### config.mk
export PLATFORM = sky130hd
export DESIGN_NAME = aclk_gen
export DESIGN_NICKNAME = d
export VERILOG_FILES = /design/src/rtl/aclk_pkg.sv /design/src/rtl/aclk_bit_div.sv /design/src/rtl/aclk_frame_seq.sv /design/src/rtl/aclk_gen.sv
export SDC_FILE = /design/constraint.sdc
export NUM_CORES = 1
export LEC_CHECK = 0
export ABC_CLOCK_PERIOD_IN_PS = 10000
export BUFFER_PORTS_ARGS = -buffer_cell sky130_fd_sc_hd__buf_2
export CAP_MARGIN = 20
export CORE_MARGIN = 5
export CORE_UTILIZATION = 35
export CTS_CLUSTER_DIAMETER = 40
export DETAILED_ROUTE_END_ITERATION = 16
export PLACE_DENSITY_LB_ADDON = 0.08
export SYNTH_ARGS = -nofsm -noshare
export SYNTH_HDL_FRONTEND = slang
export SYNTH_HIERARCHICAL = 1
export SYNTH_SLANG_ARGS = --single-unit
export TNS_END_PERCENT = 30
### constraint.sdc
create_clock -name clk -period 10 [get_ports clk]
set_input_delay 1 -clock clk [delete_from_list [all_inputs] [get_ports clk]]
set_output_delay 1 -clock clk [all_outputs]
set_load 0.02 [all_outputs]
### src/rtl/aclk_pkg.sv
package aclk_pkg;
  localparam int CTRL_W   = 32;
  localparam int RATIO_W  = 8;
  localparam int BIT_W    = 8;
  localparam int MODE_BIT = 15;
  localparam int BINV_BIT = 14;
  localparam int FINV_BIT = 13;
  localparam int DIV_LSB  = 9;
  localparam int FRM_LSB  = 6;
  localparam int WSZ_LSB  = 4;
  localparam int FMT_LSB  = 2;
  localparam int MAX_FCODE = 4;

  typedef enum logic [1:0] {
    FMT_I2S   = 2'd0,
    FMT_LEFT  = 2'd1,
    FMT_RIGHT = 2'd2,
    FMT_PCM   = 2'd3
  } fmt_e;

  // divider code to module cycles per bit; reserved codes fall back to 1
  function automatic logic [RATIO_W-1:0] ratio_of(input logic [3:0] code);
    case (code)
      4'd1:    return 8'd2;
      4'd2:    return 8'd4;
      4'd3:    return 8'd6;
      4'd4:    return 8'd8;
      4'd5:    return 8'd12;
      4'd6:    return 8'd16;
      4'd7:    return 8'd24;
      4'd8:    return 8'd32;
      4'd9:    return 8'd48;
      4'd10:   return 8'd64;
      4'd11:   return 8'd96;
      4'd12:   return 8'd128;
      4'd13:   return 8'd192;
      default: return 8'd1;
    endcase
  endfunction

  // frame-length code to bits per frame, clamped at 256
  function automatic logic [BIT_W:0] frame_bits_of(input logic [2:0] code);
    if (code > 3'(MAX_FCODE)) return 9'd256;
    return 9'd16 << code;
  endfunction

  // bit clock level for a divider position: low first half, high second
  function automatic logic bclk_level(input logic [RATIO_W-1:0] pos,
                                      input logic [RATIO_W-1:0] ratio);
    if (ratio == 8'd1) return 1'b0;
    return pos >= (ratio - (ratio >> 1));
  endfunction

  // frame clock level for a bit position in a frame of n bits
  function automatic logic frame_level(input logic [BIT_W-1:0] bpos,
                                       input logic [BIT_W:0] n,
                                       input fmt_e fmt);
    logic [BIT_W:0] b9;
    logic [BIT_W:0] half;
    logic [BIT_W:0] ahead;
    b9    = {1'b0, bpos};
    half  = n >> 1;
    ahead = b9 + 9'd1;
    case (fmt)
      FMT_I2S: return (ahead == n) ? 1'b0 : (ahead >= half);
      FMT_PCM: return (b9 == '0);
      default: return (b9 >= half);
    endcase
  endfunction
endpackage

### src/rtl/aclk_bit_div.sv
module aclk_bit_div
  import aclk_pkg::*;
#(
  parameter int RW = RATIO_W
) (
  input  logic          clk,
  input  logic          rst_n,
  input  logic [RW-1:0] act_ratio,
  input  logic [RW-1:0] nxt_ratio,
  output logic          bit_end,
  output logic          bit_first,
  output logic          bclk_q
);
  logic [RW-1:0] div_q;
  logic [RW-1:0] div_d;

  assign bit_end   = (div_q == act_ratio - RW'(1));
  assign bit_first = (div_q == '0);
  assign div_d     = bit_end ? '0 : div_q + RW'(1);

  always_ff @(posedge clk or negedge rst_n) begin
    if (!rst_n) begin
      div_q  <= '0;
      bclk_q <= 1'b0;
    end else begin
      div_q  <= div_d;
      bclk_q <= bclk_level(div_d, nxt_ratio);
    end
  end

  // a finished bit period restarts the divider
  a_r2_wrap: assert property (@(posedge clk) disable iff (!rst_n)
    bit_end |=> bit_first);

  // every divided bit period opens with the clock low
  a_r2_low_first: assert property (@(posedge clk) disable iff (!rst_n)
    (bit_first && act_ratio != RW'(1)) |-> !bclk_q);
endmodule

### src/rtl/aclk_frame_seq.sv
module aclk_frame_seq
  import aclk_pkg::*;
#(
  parameter int BW = BIT_W
) (
  input  logic        clk,
  input  logic        rst_n,
  input  logic        bit_end,
  input  logic [BW:0] act_bits,
  input  logic [BW:0] nxt_bits,
  input  fmt_e        act_fmt,
  input  fmt_e        nxt_fmt,
  output logic        frame_last,
  output logic        bit_zero,
  output logic        frame_q
);
  logic [BW-1:0] bit_q;
  logic [BW-1:0] bit_d;

  assign frame_last = ({1'b0, bit_q} == act_bits - (BW+1)'(1));
  assign bit_zero   = (bit_q == '0);

  always_comb begin
    bit_d = bit_q;
    if (bit_end) bit_d = frame_last ? '0 : bit_q + BW'(1);
  end

  always_ff @(posedge clk or negedge rst_n) begin
    if (!rst_n) begin
      bit_q   <= '0;
      frame_q <= 1'b0;
    end else begin
      bit_q   <= bit_d;
      frame_q <= frame_level(bit_d, nxt_bits, nxt_fmt);
    end
  end

  // the last bit of a frame is followed by bit zero
  a_r4_frame_wrap: assert property (@(posedge clk) disable iff (!rst_n)
    (bit_end && frame_last) |=> bit_zero);

  // the PCM frame marker never extends past bit zero
  a_r6_pulse_width: assert property (@(posedge clk) disable iff (!rst_n)
    (act_fmt == FMT_PCM && frame_q) |-> bit_zero);
endmodule

### src/rtl/aclk_gen.sv
module aclk_gen
  import aclk_pkg::*;
#(
  parameter logic POL_FIX = 1'b0
) (
  input  logic              clk,
  input  logic              rst_n,
  input  logic [CTRL_W-1:0] ctrl_word,
  input  logic              pad_bclk_i,
  input  logic              pad_frame_i,
  output logic              pad_bclk_o,
  output logic              pad_bclk_oe,
  output logic              pad_frame_o,
  output logic              pad_frame_oe,
  output logic              core_bclk,
  output logic              core_frame,
  output logic              frame_start
);
  logic       master;
  logic       binv;
  logic       finv_eff;
  logic [3:0] act_dcode;
  logic [2:0] act_fcode;
  fmt_e       act_fmt;
  logic [3:0] nxt_dcode;
  logic [2:0] nxt_fcode;
  fmt_e       nxt_fmt;
  logic       boundary;
  logic       bit_end;
  logic       bit_first;
  logic       bclk_q;
  logic       frame_last;
  logic       bit_zero;
  logic       frame_q;
  logic       gen_bclk;
  logic [RATIO_W-1:0] act_ratio;
  logic ctrl_unused;

  assign ctrl_unused = ^{ctrl_word[CTRL_W-1:16], ctrl_word[WSZ_LSB +: 2],
                         ctrl_word[1:0]};

  assign master   = ~ctrl_word[MODE_BIT];
  assign binv     = ctrl_word[BINV_BIT];
  assign finv_eff = ctrl_word[FINV_BIT] ^ POL_FIX;

  assign boundary  = bit_end & frame_last;
  assign nxt_dcode = boundary ? ctrl_word[DIV_LSB +: 4] : act_dcode;
  assign nxt_fcode = boundary ? ctrl_word[FRM_LSB +: 3] : act_fcode;
  assign nxt_fmt   = boundary ? fmt_e'(ctrl_word[FMT_LSB +: 2]) : act_fmt;
  assign act_ratio = ratio_of(act_dcode);

  always_ff @(posedge clk or negedge rst_n) begin
    if (!rst_n) begin
      act_dcode <= '0;
      act_fcode <= '0;
      act_fmt   <= FMT_I2S;
    end else begin
      act_dcode <= nxt_dcode;
      act_fcode <= nxt_fcode;
      act_fmt   <= nxt_fmt;
    end
  end

  aclk_bit_div u_div (
    .clk       (clk),
    .rst_n     (rst_n),
    .act_ratio (act_ratio),
    .nxt_ratio (ratio_of(nxt_dcode)),
    .bit_end   (bit_end),
    .bit_first (bit_first),
    .bclk_q    (bclk_q)
  );

  aclk_frame_seq u_seq (
    .clk        (clk),
    .rst_n      (rst_n),
    .bit_end    (bit_end),
    .act_bits   (frame_bits_of(act_fcode)),
    .nxt_bits   (frame_bits_of(nxt_fcode)),
    .act_fmt    (act_fmt),
    .nxt_fmt    (nxt_fmt),
    .frame_last (frame_last),
    .bit_zero   (bit_zero),
    .frame_q    (frame_q)
  );

  assign gen_bclk     = (act_ratio == RATIO_W'(1)) ? clk : bclk_q;
  assign core_bclk    = master ? gen_bclk : (pad_bclk_i ^ binv);
  assign core_frame   = master ? frame_q : (pad_frame_i ^ finv_eff);
  assign pad_bclk_oe  = master;
  assign pad_frame_oe = master;
  assign pad_bclk_o   = master & (gen_bclk ^ binv);
  assign pad_frame_o  = master & (frame_q ^ finv_eff);
  assign frame_start  = master & bit_first & bit_zero;

  // timing fields move only at a frame boundary
  a_r9_cfg_hold: assert property (@(posedge clk) disable iff (!rst_n)
    !boundary |=> ($stable(act_dcode) && $stable(act_fcode) && $stable(act_fmt)));

  // the frame strobe lasts a single module cycle
  a_r4_start_single: assert property (@(posedge clk) disable iff (!rst_n)
    frame_start |=> !frame_start);
endmodule

Word level (Yosys, flattened, before mapping)
Memory sizes are Yosys's and may differ from the RTL's.
Cells that the tools add are included.
Storage, ports and cells
  output and inout port bits: 7
  memories kept: 2
  bits in read-only memories: 256
  bits in registers: 27
Operators by class
  add/subtract/negate cells: 6
  equality and inequality tests: 6
  multiplexer cells: 20
  magnitude comparators: 5
  bitwise gates (word level): 10
  shift operators: 2
  reductions and logical operators: 4
Memory list
  (no name shown): words 16, bits a word 8, rd ports 1, clocked after Yosys merged registers in 0, write ports 0, line aclk_pkg.sv:23  | case (code)
  (no name shown): words 16, bits a word 8, rd ports 1, clocked after Yosys merged registers in 0, write ports 0, line aclk_pkg.sv:23
Operators with widths (number)
  $mux 9: 4
  $logic_not 8->1: 3
  $mux 8: 3
  $shl 5x3->9 const A: 2
  $add 8x1->8 const B: 2
  $eq 8x1->1 const B: 2
  $ge 8x8->1: 2
  $add 8x1->9 const B: 1
  $eq 8x9->1: 1
  $eq 9x9->1: 1
  $ge 9x8->1: 1
  $mux 1: 9
  $sub 9x1->9 const B: 1
  $eq 8x8->1: 1
  $sub 8x1->8 const B: 1
  $sub 8x7->8: 1
  $gt 3x3->1 const B: 2
  $and 1x1->1: 5
  $mux 4: 1
  $xor 1x1->1: 4
  $mux 3: 1
  $eq 2x2->1 const B: 1
  $logic_not 2->1: 1
  $mux 2: 1
  2 further kinds: 2

Depth between registers and ports, before layout
Gate-level depths: netlist of run 1.
  depth in word-level cells: 13
  depth in mapped cells: 30

Cells and area by module
The synthesis of run 1 kept the hierarchy.
By module, submodules not included
  aclk_frame_seq: area each 1939.4 µm², seq. area each 225.2 µm², cells each 243, instances 1
  aclk_bit_div: area each 1217.4 µm², seq. area each 225.2 µm², cells each 147, instances 1
  aclk_gen: area each 768.2 µm², seq. area each 225.2 µm², cells each 92, instances 1

==> results.toml, run 1 <==
[drt]
route.detailed.drc = 0
first_pass_iters = 4
num_vias = 3412
avgViaCountPerCell = 5.018
drt_iter0_markers = 138
routedWlPerCell_um = 14.06
drt-total-wl_um = 9561
ant_nets = 0

[grt]
grtUsageMet3 = 0.02872
globalRouteMet1Util = 0.2188
grt_busiest_layer = "met2"
grt_util_all_layers = 0.1556
antenna_found_initial = 0
met2_usage = 0.2225
grt_pass1_wl_um = 16220
grt_max_degree = 28
grt_pass1_vias = 3337
grt_overflow = 0

[logic_synthesis]
synth_seq_cells = 27
syn_area_per_cell_sq_um = 8.143
syn_area_sq_mm = 0.003925
yosys_warnings = 6
synth_top_area_cell = "dfrtp_1"
synthArstFlopShare = 1.000
syn_inst = 482
synth-seq-area-share = 0.1721
synth.top_cell.area_share = 0.1721
ys.flop_type = "dfrtp_1"
ys_types = 84
synth_edf_count = 0
synthTopCellsByArea = "dfrtp_1 17%, ha_1 14%, xor2_1 5.4%"

[clock_network]
clkTransAtPathRegs_ps = 70
cts_tree = "yes"
ctsResizeCount = 0
cts_setup_buffers = 0
clock_latency_ps = 380
ctsHoldBuffers = 0

[placement]
dp_cells = 664
port_buffers = 22
gp_congestion = 0.8031
place_area_sq_mm = 0.004215
hpwl_um = 7558

[final_layout]
fin_area_sq_mm = 0.004556
finalNonFillerCells = 680
insertedDiodeCount = 0
area_growth_syn_to_layout_pct = 16.07
regArea_sq_um = 675.6
multiInputGateArea_sq_mm = 0.003070
layout-drive-gt1-share = 0.1296
fin_nets = 621
fillers = 1140

[floorplan]
dieArea_sq_mm = 0.01343
die_w_um = 115.9
start_util = 0.3589
rows = 38
io_pins = 43
core_sq_mm = 0.01094
die_y_um = 115.9

[setup_path]
startpoint_type = "clock port"
critPathRequiredTime_ps = 9000
crit_path_max_fanout = 2
path_class = "clk -> out"
crit_arrival_ps = 6890
ff2ff_path_depth = 26
endpoint_kind = "primary output"

[power]
p_seq_frac = 0.239
power_frac_clock = 0.714
ir_worst_vdd_mv = 0.1299
p_int_uw = 353.9
p_leak_uw = 0.002104
p_sw_frac = 0.2252
power_density_mw_per_mm2 = 100.3
power.switching_uw = 102.9
p_comb_frac = 0.047

[status]
status = "finished, final reports clean"

[timing]
setup_tns_ps = 0
hold_viol_final = 0
finClkSkew_ps = 2.254
setup_viol_count_final = 0
slew_viol_final = 0
rsz0062_at_grt = "false"
slew_headroom = 0.5759
holdWs_ps = 523.0
tightest_slew_ps = 627.9

[job]
maxCapViolations = 0

[worst_hold_path]
hold_depth = 1
min_path_type = "reg -> reg"
[cell type report]
class                      count  share of cell area
clock buffer                  16             0.07443
multi-input combinational    428              0.6740
clock inverter                 2            0.002472
timing repair buffer          22             0.02527
inverter                      45             0.03708
sequential                    27              0.1483
tap                          140             0.03845
[per-stage QoR]
stage / worst slack [ps] / total power (uW) / utilization
3_5_place_dp: 3172 / 150.7 / 0.3855
4_1_cts: 2037 / 469.1 / 0.4166
6_report: 2112 / 456.8 / 0.4166
5_1_grt: 2002 / 478.0 / 0.4166
2_1_floorplan: 3242 / 139.8 / -
3_3_place_gp: 3174 / 150.3 / 0.3855
[path summary, 6_finish.rpt]
path / from / endpoint / slack, ps
hold / removal: act_fmt[1]$_DFF_PN0_ / act_fmt[1]$_DFF_PN0_ / 520
setup / recovery: clk / pad_bclk_o / 2110
min in group asynchronous: rst_n / u_seq/bit_q[0]$_DFF_PN0_ / 640
hold reg to reg: act_fmt[1]$_DFF_PN0_ / act_fmt[1]$_DFF_PN0_ / 520
setup reg to reg: act_dcode[2]$_DFF_PN0_ / u_div/bclk_q$_DFF_PN0_ / 3330
max in group asynchronous: rst_n / act_dcode[3]$_DFF_PN0_ / 8940
[worst max-delay path, stage by stage]
cell and delay [ps]:
clkbuf_16 120, clkbuf_16 140, clkbuf_16 130, clkbuf_16 140, clkbuf_16 130, and3b_1 190, o21ai_0 150, o221ai_2 140
clkbuf_16 180, clkbuf_16 110, mux2_1 300, buf_2 160
[layer usage]
layer,part of all wire,routed length [um]
met4,0.021,197
met1,0.53,5098
met2,0.42,3995
met5,0,0
met3,0.028,270
[sequential cells by signal (all words and copies together) (netlist names)]
name,cells
act_dcode,4
u_seq/frame_q,1
act_fcode,3
u_div/bclk_q,1
u_div/div_q,8
u_seq/bit_q,8
act_fmt,2
[power groups by stage]
stage / combinational [uW] / sequential, uW / clock [uW]
after floorplan: 13.2 / 111 / 15.3
after global placement: 20.9 / 111 / 18.2
after detailed placement: 21.2 / 111 / 18.2
after CTS: 21.3 / 109 / 339
after global routing: 24.9 / 109 / 344
final: 21.4 / 109 / 326
[logic make-up after synthesis]
group / synth area share
adder cells (fa/ha/maj): 0.1485
XOR/XNOR: 0.09595
flip-flops: 0.1721
multiplexers: 0.03793
AO/OA/AOI/OAI: 0.1798
buffers and inverters: 0.08384
AND/OR/NAND/NOR: 0.2808
other: 0.0009554
[synthesized netlist by cell type (3+ instances only)]
master,instances
o31ai_1,3
nand4_1,5
or3_1,7
xnor2_1,19
inv_1,44
nand2b_1,5
dfrtp_1,27
a21oi_1,21
nor2_1,39
buf_2,8
a31oi_1,4
xor2_1,24
and3b_1,3
ha_1,45
nand3_1,16
nand2_1,27
buf_4,4
o21a_1,3
and2_1,3
buf_6,7
a21o_1,6
nor3_1,17
o21ai_1,5
nor2b_1,15
and4_1,4
nor4_1,6
o21ai_0,15
mux2_2,4
clkbuf_1,3
a211oi_1,5
and3_1,7
mux2i_1,5
o21bai_1,4
nor3b_1,10
[layout by cell type, fill, tap and decap left out, types with 5 or more instances in the layout]
cell / synthesis / final
ha_1: 45 / 45
inv_1: 44 / 44
conb_1: 1 / 41
nor2_1: 39 / 39
nand2_1: 27 / 27
dfrtp_1: 27 / 27
xor2_1: 24 / 24
buf_2: 8 / 22
a21oi_1: 21 / 21
xnor2_1: 19 / 19
nor3_1: 17 / 17
nand3_1: 16 / 16
nor2b_1: 15 / 15
o21ai_0: 15 / 15
clkbuf_16: 0 / 13
nor3b_1: 10 / 10
or3_1: 7 / 7
and3_1: 7 / 7
a21o_1: 6 / 6
nor4_1: 6 / 6
mux2i_1: 5 / 5
a211oi_1: 5 / 5
nand2b_1: 5 / 5
o21ai_1: 5 / 5
nand4_1: 5 / 5
Note: power is estimated with default switching activity, not from simulation.
==> run 2: changes to the inputs <==
--- a/config.mk
+++ b/config.mk
@@ -5,7 +5,8 @@
 export SDC_FILE = /design/constraint.sdc
 export NUM_CORES = 1
 export LEC_CHECK = 0
-export ABC_CLOCK_PERIOD_IN_PS = 10000
+export ABC_AREA = 1
+export ABC_CLOCK_PERIOD_IN_PS = 8200
 export BUFFER_PORTS_ARGS = -buffer_cell sky130_fd_sc_hd__buf_2
 export CAP_MARGIN = 20
 export CORE_MARGIN = 5
==> constraint.sdc (replaced) <==
create_clock -name clk -period 8.2 [get_ports clk]
set_input_delay 0.82 -clock clk [delete_from_list [all_inputs] [get_ports clk]]
set_output_delay 0.82 -clock clk [all_outputs]
set_load 0.02 [all_outputs]
==> results.toml, run 2 <==
[setup_path]
worst_path_largest_cell_delay_ps = 170
crit_path_max_fanout = 16
r2r-start = "act_dcode[3]$_DFF_PN0_"
cp_slowest_cell = "clkbuf_8"
cp_top_family = "buffers and inverters"
r2r_slack_ps = 2490
endpoint_kind = "primary output"
ff2ff_path_depth = 34
crit_buf_inv = 5
crit_arrival_ps = 4990
critPathRequiredTime_ps = 7380
crit_chain = "clkbuf_8, clkbuf_8, clkbuf_8, inv_1, nand2_1, nand2_1, nor2_1, nor2_1, buf_2"
path_class = "clk -> out"
crit_top_cell = "clkbuf_8"
startpoint_type = "clock port"
rr_endpoint = "u_div/bclk_q$_DFF_PN0_"

[drt]
route.detailed.drc = 0
drt_iter0_markers = 118
ant_nets = 0
avgViaCountPerCell = 4.490
num_vias = 3556
first_pass_iters = 4
drt-total-wl_um = 8816
routedWlPerCell_um = 11.13

[logic_synthesis]
synthMuxAreaShare = 0.005931
synth_compound_area_frac = 0.07710
ys_types = 44
synth.most_common_cell = "nand2_1"
yosys.area_share.adder = 0.1535
syn_area_per_cell_sq_um = 6.246
syn_area_sq_mm = 0.003797
synth_top_area_cell = "dfrtp_1"
ys.flop_type = "dfrtp_1"
synth_top_family_by_area = "simple AND/OR/NAND/NOR gates"
synth-seq-area-share = 0.1779
synth_seq_cells = 27
yosys-top-cells-count = "157 x nand2_1, 117 x inv_1, 62 x nand3_1"
synth_edf_count = 0
yosys_warnings = 6
synthSimpleGateAreaFrac = 0.3898
synthArstFlopShare = 1.000
synth.top_cell.area_share = 0.1779
synth_xor_area_frac = 0.05766
syn_inst = 608
synthTopCellsByArea = "dfrtp_1 18%, nand2_1 16%, ha_1 15%"

[placement]
port_buffers = 22
hpwl_um = 7730
gp_congestion = 0.8098

[floorplan]
io_pins = 43
start_util = 0.3534
rows = 38
die_y_um = 114.2
die_w_um = 114.2
dieArea_sq_mm = 0.01303
core_sq_mm = 0.01075

[grt]
grt_pass1_vias = 3451
antenna_found_initial = 0
grt_util_all_layers = 0.1419
grt_pass1_wl_um = 15300
grt_max_degree = 28
grt_overflow = 0

[job]
maxCapViolations = 0

[final_layout]
fin_util = 0.3925
area_growth_syn_to_layout_pct = 11.07
layout_commonest_cell = "nand2_1"
fillers = 1185
final_cell_mix = "157 x nand2_1, 117 x inv_1, 62 x nand3_1"
top_regs = "u_div/div_q: 8 flops, u_seq/bit_q: 8 flops, act_dcode: 4 flops"
insertedDiodeCount = 0
layout-drive-gt1-share = 0.1058
fin_nets = 735

[power]
p_int_uw = 230.5
ir_worst_vdd_mv = 0.07291
power_frac_clock = 0.457
p_sw_frac = 0.2442
p_seq_frac = 0.437
p_leak_uw = 0.002342
power_density_mw_per_mm2 = 72.32
p_comb_frac = 0.106
power.switching_uw = 74.50

[clock_network]
cts_setup_buffers = 0
ctsResizeCount = 0
ctsHoldBuffers = 0
cts_tree = "yes"
clkTransAtPathRegs_ps = 100
clock_latency_ps = 380

[timing]
slew_headroom = 0.5649
rsz0062_at_grt = "false"
setup_tns_ps = 0
setup_viol_count_final = 0
tightest_slew_ps = 647.6
finClkSkew_ps = 11.66
slew_viol_final = 0
holdWs_ps = 424.9
hold_viol_final = 0

[status]
status = "finished, final reports clean"

[worst_hold_path]
min_path_type = "in -> async"
-- run 2: cell count changes in the layout (fill, tap and decap cells not counted), sizes merged, moves of 8 or more --
cell,change
nor2,+32
xor2,-8
inv,+78
a21oi,-10
nand2,+140
nor3b,-10
nor2b,-15
conb,-18
xnor2,-10
nand3,+48
-- run 2: power groups by stage --
stage | registers [uW] | logic (uW) | clock network (uW)
after floorplan | 136 | 21.0 | 3.20
after global placement | 136 | 31.6 | 3.73
after detailed placement | 136 | 31.8 | 3.73
after CTS | 133 | 31.9 | 144
after global routing | 133 | 37.5 | 148
final | 133 | 32.3 | 139
-- run 2: worst register-to-register path, delay by kind of cell, from the launching register on --
kind,cells,cell delay (ps)
flip-flops,1,520
adder cells (fa/ha/maj),4,1150
XOR/XNOR,1,150
buffers and inverters,7,1070
AO/OA/AOI/OAI,1,330
AND/OR/NAND/NOR,21,2430
-- run 2: cells by family (layout without fill, tap and decap cells) --
group / after synthesis / count (layout)
AND/OR/NAND/NOR: 329 / 329
buffers and inverters: 131 / 153
AO/OA/AOI/OAI: 47 / 47
adder cells (fa/ha/maj): 46 / 46
flip-flops: 27 / 27
XOR/XNOR: 25 / 25
multiplexers: 2 / 2
other: 1 / 23
-- run 2: area by class of cell --
type                            instances  area, sq um  share of cell area
Clock buffer                            9        117.6             0.02788
Clock inverter                          1        3.754           0.0008899
Inverter                              123        461.7              0.1095
Multi-Input combinational cell        472         2684              0.6363
Sequential cell                        27        675.6              0.1602
Tap cell                              140        175.2             0.04153
Timing Repair Buffer                   20        100.1             0.02373
-- run 2: worst max-delay path by stage --
| stage | startpoint | to | slack, ps | cells past startpoint |
|---|---|---|---|---|
| after floorplan | clk | pad_bclk_o | 2810 | 5 |
| after global placement | act_dcode[3]$_DFF_PN0_ | u_div/bclk_q$_DFF_PN0_ | 2570 | 33 |
| after detailed placement | act_dcode[2]$_DFF_PN0_ | u_div/bclk_q$_DFF_PN0_ | 2500 | 33 |
| after CTS | clk | pad_bclk_o | 2360 | 9 |
| after global routing | act_dcode[3]$_DFF_PN0_ | u_div/bclk_q$_DFF_PN0_ | 1910 | 34 |
| final | clk | pad_bclk_o | 2390 | 9 |
-- run 2: stage by stage --
stage	setup slack (ps)	cells	power, uW	cell area (sq um)
floorplan	2806	630	160.1	3880
global placement	2573	785	171.2	4110
detailed placement	2501	785	171.4	4110
CTS	2357	792	309.2	4218
global route	1910	792	318.9	4218
finish	2393	792	305.0	4218
-- run 2: metal layers --
metal	vias to the layer above	wire length, um	track usage
li1	1955	-	-
met1	1551	4823	0.2082
met2	45	3740	0.2252
met3	5	193	0.01321
met4	0	58	0.03246
met5	-	0	0
==> run 3: changes to the inputs <==
--- a/config.mk
+++ b/config.mk
@@ -6,7 +6,7 @@
 export NUM_CORES = 1
 export LEC_CHECK = 0
 export ABC_AREA = 1
-export ABC_CLOCK_PERIOD_IN_PS = 8200
+export ABC_CLOCK_PERIOD_IN_PS = 6000
 export BUFFER_PORTS_ARGS = -buffer_cell sky130_fd_sc_hd__buf_2
 export CAP_MARGIN = 20
 export CORE_MARGIN = 5
==> constraint.sdc (replaced) <==
create_clock -name clk -period 6 [get_ports clk]
set_input_delay 0.6 -clock clk [delete_from_list [all_inputs] [get_ports clk]]
set_output_delay 0.6 -clock clk [all_outputs]
set_load 0.02 [all_outputs]
==> results.toml, run 3 (synthesized netlist as in run 2, its figures left out) <==
[power]
ir_worst_vdd_mv = 0.09808
p_leak_uw = 0.002348
power_density_mw_per_mm2 = 94.63

[drt]
ant_nets = 0
first_pass_iters = 4
avgViaCountPerCell = 4.526
routedWlPerCell_um = 11.09
drt-total-wl_um = 8802
drt_iter0_markers = 158
num_vias = 3594
route.detailed.drc = 0

[clock_network]
cts_tree = "yes"
clock_latency_ps = 380
ctsHoldBuffers = 0
clkTransAtPathRegs_ps = 100
cts_setup_buffers = 0
ctsResizeCount = 0

[setup_path]
endpoint_kind = "flop"
r2r_slack_ps = 730
crit_start = "act_dcode[3]$_DFF_PN0_"
crit_path_max_fanout = 14
ff2ff_path_depth = 33
startpoint_type = "flop"
rr_endpoint = "u_div/bclk_q$_DFF_PN0_"
critPathRequiredTime_ps = 6280
cp_top_family = "simple AND/OR/NAND/NOR gates"
cp_slowest_cell = "dfrtp_1"
crit_arrival_ps = 5550
crit_end = "u_div/bclk_q$_DFF_PN0_"
path_class = "reg -> reg"
r2r-start = "act_dcode[3]$_DFF_PN0_"
crit_buf_inv = 8
worst_path_largest_cell_delay_ps = 520
path_depth = 33

[final_layout]
finalNonFillerCells = 794
area_growth_syn_to_layout_pct = 11.17
top_regs = "u_div/div_q: 8 flops, u_seq/bit_q: 8 flops, act_dcode: 4 flops"
final_cell_mix = "157 x nand2_1, 117 x inv_1, 62 x nand3_1"
layout_commonest_cell = "nand2_1"
insertedDiodeCount = 0
fin_nets = 737
layout-drive-gt1-share = 0.1086
regArea_sq_um = 675.6
fillers = 1205
multiInputGateArea_sq_mm = 0.002684

[worst_hold_path]
min_path_type = "in -> async"

[job]
maxCapViolations = 0

[grt]
grt_max_degree = 28
grt_pass1_vias = 3436
grt_overflow = 0
antenna_found_initial = 0
grt_util_all_layers = 0.1428
grt_pass1_wl_um = 15360

[timing]
finClkSkew_ps = 10.15
hold_viol_final = 0
tightest_slew_ps = 601.0
post-route-period-util = 0.8785
slew_headroom = 0.5962
holdWs_ps = 198.6
setup_viol_count_final = 0
rsz0062_at_grt = "false"
setup_tns_ps = 0
slew_viol_final = 0
min_period_ps = 5271
max_freq_mhz = 189.7

[floorplan]
die_w_um = 114.2
dieArea_sq_mm = 0.01303
io_pins = 43
core_sq_mm = 0.01075
die_y_um = 114.2
rows = 38
start_util = 0.3534

[placement]
port_buffers = 22
hpwl_um = 7719
gp_congestion = 0.8179
dp_cells = 787

[status]
status = "finished, final reports clean"
## run 3: how the worst min path moves through the flow
stage | endpoint | cells after the start | from
2_1_floorplan | act_dcode[0]$_DFF_PN0_ | 0 | rst_n
3_3_place_gp | act_fmt[1]$_DFF_PN0_ | 1 | act_fmt[1]$_DFF_PN0_
3_5_place_dp | act_fmt[0]$_DFF_PN0_ | 1 | act_fmt[0]$_DFF_PN0_
4_1_cts | u_div/div_q[0]$_DFF_PN0_ | 1 | rst_n
5_1_grt | u_div/div_q[0]$_DFF_PN0_ | 1 | rst_n
6_report | u_div/div_q[0]$_DFF_PN0_ | 1 | rst_n
## run 3: power by group
| part | internal (uW) | switching (uW) |
|---|---|---|
| Combinational | 16.1 | 27.9 |
| Sequential | 182 | 0.165 |
| Clock | 103 | 70.3 |
| Total | 301 | 98.4 |
## run 3: cell type report
class / instances / area share
Multi-Input combinational cell: 472 / 0.6357
Sequential cell: 27 / 0.1600
Inverter: 123 / 0.1094
Tap cell: 140 / 0.04149
Timing Repair Buffer: 22 / 0.02727
Clock buffer: 9 / 0.02519
Clock inverter: 1 / 0.0008892
## run 3: routing by layer
layer  share of wire  global-route usage  wire (um)  vias up
li1                -                   -          -     1978
met1            0.54              0.2086       4732     1561
met2            0.43              0.2252       3763       51
met3           0.029             0.01638        256        4
met4          0.0056             0.03325         49        0
met5               0                   0          0        -
## run 3: metrics by stage
stage               cell area, sq um  setup slack, ps  total power [uW]  utilization
global placement                4125            853.7             234.0       0.3839
floorplan                       3880             1591             218.8            -
finish                          4222            729.1             399.5       0.3929
global route                    4222            31.17             424.2       0.3929
CTS                             4222            690.2             406.3       0.3929
detailed placement              4125            740.4             234.4       0.3839
